==> config.mk <==
export PLATFORM = sky130hd
export DESIGN_NAME = countdown_timer
export DESIGN_NICKNAME = d
export VERILOG_FILES = /design/src/rtl/cdt_pkg.sv /design/src/rtl/cdt_regs.sv /design/src/rtl/cdt_core.sv /design/src/rtl/cdt_capture.sv /design/src/rtl/cdt_event.sv /design/src/rtl/countdown_timer.sv
export SDC_FILE = /design/constraint.sdc
export NUM_CORES = 1
export LEC_CHECK = 0
export BUFFER_PORTS_ARGS = -buffer_cell sky130_fd_sc_hd__buf_2
export CORE_UTILIZATION = 60
export CTS_BUF_LIST = sky130_fd_sc_hd__clkbuf_8
export DETAILED_ROUTE_END_ITERATION = 6
export PLACE_DENSITY = 0.82
export SYNTH_ARGS = -nofsm -noshare
export SYNTH_HDL_FRONTEND = slang
export SYNTH_SLANG_ARGS = --single-unit
export TNS_END_PERCENT = 5
==> constraint.sdc <==
create_clock -name clk -period 5.41 [get_ports clk]
set_input_delay 0.2705 -clock clk [delete_from_list [all_inputs] [get_ports clk]]
set_output_delay 0.2705 -clock clk [all_outputs]
set_load 0.05 [all_outputs]
==> src/rtl/cdt_pkg.sv <==
package cdt_pkg;
  localparam int unsigned CDT_DEFAULT_W = 32;

  typedef enum logic [1:0] {
    CNT_START   = 2'd0,
    CNT_DEC     = 2'd1,
    CNT_RESTART = 2'd2,
    CNT_PARK    = 2'd3
  } cnt_act_e;
endpackage

==> src/rtl/cdt_regs.sv <==
module cdt_regs #(
  parameter int unsigned W = 32
) (
  input  logic         clk,
  input  logic         rst_n,
  input  logic [W-1:0] wdata,
  input  logic         wr_start,
  input  logic         wr_restart,
  input  logic         wr_run,
  input  logic         wr_evt_en,
  output logic [W-1:0] start_q,
  output logic [W-1:0] restart_q,
  output logic         run_q,
  output logic         evt_en_q
);
  always_ff @(posedge clk or negedge rst_n) begin
    if (!rst_n) begin
      start_q   <= '0;
      restart_q <= '0;
      run_q     <= 1'b0;
      evt_en_q  <= 1'b0;
    end else begin
      if (wr_start)   start_q   <= wdata;
      if (wr_restart) restart_q <= wdata;
      if (wr_run)     run_q     <= wdata[0];
      if (wr_evt_en)  evt_en_q  <= wdata[0];
    end
  end
endmodule

==> src/rtl/cdt_core.sv <==
module cdt_core
  import cdt_pkg::*;
#(
  parameter int unsigned W = 32
) (
  input  logic         clk,
  input  logic         rst_n,
  input  logic         run,
  input  logic [W-1:0] start_val,
  input  logic [W-1:0] restart_val,
  output logic [W-1:0] cnt_q,
  output logic         at_zero
);
  localparam logic [W-1:0] ONE = {{(W-1){1'b0}}, 1'b1};

  cnt_act_e     act;
  logic [W-1:0] cnt_d;

  assign at_zero = (cnt_q == '0);

  always_comb begin
    if (!run)                      act = CNT_START;
    else if (!at_zero)             act = CNT_DEC;
    else if (restart_val != '0)    act = CNT_RESTART;
    else                           act = CNT_PARK;
  end

  always_comb begin
    unique case (act)
      CNT_START:   cnt_d = start_val;
      CNT_DEC:     cnt_d = cnt_q - ONE;
      CNT_RESTART: cnt_d = restart_val;
      default:     cnt_d = cnt_q;
    endcase
  end

  always_ff @(posedge clk or negedge rst_n) begin
    if (!rst_n) cnt_q <= '0;
    else        cnt_q <= cnt_d;
  end
endmodule

==> src/rtl/cdt_capture.sv <==
module cdt_capture #(
  parameter int unsigned W = 32
) (
  input  logic         clk,
  input  logic         rst_n,
  input  logic         take,
  input  logic [W-1:0] live,
  output logic [W-1:0] held
);
  always_ff @(posedge clk or negedge rst_n) begin
    if (!rst_n)    held <= '0;
    else if (take) held <= live;
  end
endmodule

==> src/rtl/cdt_event.sv <==
module cdt_event (
  input  logic clk,
  input  logic rst_n,
  input  logic run,
  input  logic at_zero,
  input  logic evt_en,
  input  logic clr_req,
  output logic zero_evt,
  output logic pending,
  output logic irq
);
  logic was_zero_q;

  assign zero_evt = run && at_zero && !was_zero_q;
  assign irq      = pending && evt_en;

  always_ff @(posedge clk or negedge rst_n) begin
    if (!rst_n) begin
      was_zero_q <= 1'b0;
      pending    <= 1'b0;
    end else begin
      was_zero_q <= run && at_zero;
      if (zero_evt)     pending <= 1'b1;
      else if (clr_req) pending <= 1'b0;
    end
  end
endmodule

==> src/rtl/countdown_timer.sv <==
module countdown_timer
  import cdt_pkg::*;
#(
  parameter int unsigned W = CDT_DEFAULT_W
) (
  input  logic         clk,
  input  logic         rst_n,
  input  logic [W-1:0] wdata,
  input  logic         wr_start,
  input  logic         wr_restart,
  input  logic         wr_run,
  input  logic         wr_evt_en,
  input  logic         wr_evt_clr,
  input  logic         wr_capture,
  output logic [W-1:0] capture_value,
  output logic         zero_evt,
  output logic         evt_pending,
  output logic         irq
);
  logic [W-1:0] start_q, restart_q, cnt_q;
  logic         run_q, evt_en_q, at_zero;

  cdt_regs #(.W(W)) u_regs (
    .clk(clk), .rst_n(rst_n), .wdata(wdata),
    .wr_start(wr_start), .wr_restart(wr_restart),
    .wr_run(wr_run), .wr_evt_en(wr_evt_en),
    .start_q(start_q), .restart_q(restart_q),
    .run_q(run_q), .evt_en_q(evt_en_q)
  );

  cdt_core #(.W(W)) u_core (
    .clk(clk), .rst_n(rst_n), .run(run_q),
    .start_val(start_q), .restart_val(restart_q),
    .cnt_q(cnt_q), .at_zero(at_zero)
  );

  cdt_capture #(.W(W)) u_cap (
    .clk(clk), .rst_n(rst_n), .take(wr_capture),
    .live(cnt_q), .held(capture_value)
  );

  cdt_event u_evt (
    .clk(clk), .rst_n(rst_n), .run(run_q), .at_zero(at_zero),
    .evt_en(evt_en_q), .clr_req(wr_evt_clr && wdata[0]),
    .zero_evt(zero_evt), .pending(evt_pending), .irq(irq)
  );
endmodule

==> run summary <==
Top FF cell, synth: dfrtp_1
Setup TNS: 0 ns
Number of synthesized flops with an enable pin: 0
Lkg Pwr: 2.989 nW
Initial antenna violation count: 0
Drt initial violations: 275
Clock sink count: 132
CP Launch Point: u_core.cnt_q[4]
Die Width: 101.9 um
YS warnings: 0
Hpwl dp: 9028 um
R2R setup slack: 2.14 ns
CTS tree: built
Hold Fails Final Rpt: 0
Final Setup Violations: 0
Clk root buf: clkbuf_8
XOR/XNOR Fraction of Synth Area: 0.02635
Vias in the first global route: 4,057
Routed Antenna Nets: 0
Fin nets: 596
Clk_lat worst skew: 0.45 ns
Avg WL per Cell: 18.98 um
Floorplan die height: 101.9 um
Commonest cells in the netlist: 132 x dfrtp_1, 96 x mux2_2, 36 x nand2_1, 23 x o21ai_0, 22 x nor4_1
Starting density of the core: 0.6150
Maximum vdd drop: 0.0001806 V
Status: completed
Post-Syn Instances: 488
Max-cap violations: 0
Synthesized flop and latch total: 132
Critical R2R Launch: u_core.cnt_q[4]
Arrival @ worst endpoint: 3.55 ns
Vias post-DR: 4,239
Max Fclk: 0.2615 GHz
Min Tclk post-route: 3.824 ns
RSZ-0062 raised after global routing: no
R2R Path End: u_core.cnt_q[1]
Overall routing resource usage: 0.2795
Post-synthesis simple-gate area fraction: 0.1110
Worst-path clk slew: 0.07 ns
Crit-path max FO: 41
Syn_nets: 530
CTS resizes: 0
Cell taking the most area after synthesis: dfrtp_1
Max incr delay on CP: 0.73 ns
Post-placement cell area: 0.006405 sq mm
Worst hold slack: 0.02779 ns
Top-count cell post-synth: dfrtp_1
Max Transition Viols Final: 0
Number of I/O port buffers: 74
Die footprint: 0.01038 sq mm
Gpl congestion: 0.9116
Post-Syn Area per Cell: 12.26 sq um
Io pins: 75
Core area: 0.009729 sq mm
Adder-Cell Fraction of Synth Area: 0.004182
Max clock buf depth: 2
DRC viols: 0
First-pass GRT wire length: 21,510 um
Crit path cell chain: or4_1, or4_4, or3_1, buf_4, nor3_2, buf_2
Clk_skew: 0.01142 ns
Synth top area cells: dfrtp_1 55%, mux2_2 18%, nor4_1 2.3%
Drt first pass iters: 5
Power Density: 396.2 mW/mm^2
Vias per cell: 6.056
Req. time, crit path: 5.14 ns
Final instance area: 0.006843 sq mm
Critical Path End: zero_evt
CTS buffer count: 17
Wirelength, routed: 13,290 um
Site row count: 36
Pwr Total: 2.711 mW
Worst min path class: in2reg
Synth Area in Compound Gates: 0.08741
Max stage delay cell, worst path: or4_1
Largest family of logic cells by synthesized area: multiplexers
Synth top area share: 0.5521
Seq/Total Area, Yosys: 0.5521
Mux cell area share after synthesis: 0.1924
Asr flop ratio synth: 1.000
Critical Path Sink Type: output port
Synth Cell Area: 0.005983 sq mm
Worst Setup Start Kind: flop
Share of cells above drive strength 1: 0.3757
Critical path class: reg2out
R2R cell count: 6
Worst Tran Pin Value: 1.138 ns
Library cells used by synthesis: 52
# diodes: 0
Synthesis-to-layout area growth: 14.37%
Fin crit share: 0.7068
Rel. slew slack: 0.2342
Largest net degree at the start of global routing: 82
H-tree Lvls: 4
GRT overflow: 0
==> power by group <==
group	leakage [nW]	switching, mW	internal [mW]	total, mW
registers	1.57	0.140	1.13	1.27
clock network	0.207	0.385	0.492	0.877
logic	1.21	0.361	0.207	0.568
==> area by class of cell <==
| class | count | area, sq um |
|---|---|---|
| Inverter | 5 | 18.77 |
| Timing Repair Buffer | 78 | 405.4 |
| Tap cell | 133 | 166.4 |
| Fill cell | 723 | 2887 |
| Sequential cell | 132 | 3303 |
| Clock inverter | 12 | 152.6 |
| Multi-Input combinational cell | 320 | 2521 |
| Clock buffer | 20 | 275.3 |
==> cell usage in the layout (no fill, tap or decap), types with 8 or more instances in the layout <==
master and instances:
nand3_1 9, o21a_1 8, xnor2_1 10, mux2_2 96, o21ai_0 23, a22o_1 8, nor3_1 13, nor4_1 22
xor2_1 8, a2bb2oi_1 8, nor2_1 12, dfrtp_1 132, clkbuf_8 20, nand2_1 36, buf_2 73
==> kinds of logic (layout without fill, tap and decap cells) <==
logic type,count (synthesis),count (layout)
AO/OA/AOI/OAI,73,73
XOR/XNOR,18,18
adder cells (fa/ha/maj),2,2
buffers and inverters,36,115
flip-flops,132,132
multiplexers,103,103
AND/OR/NAND/NOR,124,124
==> worst min-delay path by stage <==
stage               cells after the start  startpoint  slack, ns                    to
floorplan                               0       rst_n      -0.03         u_cap.held[0]
global placement                        1       rst_n       0.33    u_regs.start_q[23]
detailed placement                      1       rst_n       0.34  u_regs.restart_q[22]
CTS                                     2      wr_run       0.03          u_regs.run_q
global route                            2      wr_run       0.03          u_regs.run_q
finish                                  2      wr_run       0.03          u_regs.run_q
==> routing by layer <==
metal	vias up	wire (um)	track usage
li1	1930	-	-
met1	2113	6021	0.4121
met2	179	6113	0.4090
met3	17	952	0.06498
met4	0	198	0.1000
met5	-	0	0
==> registers in the layout, indices dropped and copies added (netlist names) <==
signal,cells
u_cap.held,32
u_core.cnt_q,32
u_evt.pending,1
u_evt.was_zero_q,1
u_regs.evt_en_q,1
u_regs.restart_q,32
u_regs.run_q,1
u_regs.start_q,32
==> repair_timing <==
| item | in CTS | in global routing |
|---|---|---|
| hold buffers | 1 | 0 |
| buffers inserted | 0 | 0 |
| setup endpoints to repair | 0 | 0 |
| endpoints found under the hold margin | 51 | 0 |
==> through the flow <==
step	std cells	setup WS [ns]	util
floorplan	488	2.120	-
global placement	667	2.165	0.6583
detailed placement	667	2.049	0.6583
CTS	700	1.609	0.7033
global route	700	1.440	0.7033
finish	700	1.586	0.7033
==> critical path: cells and delay by family (launching register included) <==
family                 cells  cell delay (ns)
and+or+nand+nor            4             2.03
DFF                        1             0.44
buffers and inverters      2             0.62
No activity file was read; power rests on OpenSTA's default activity.
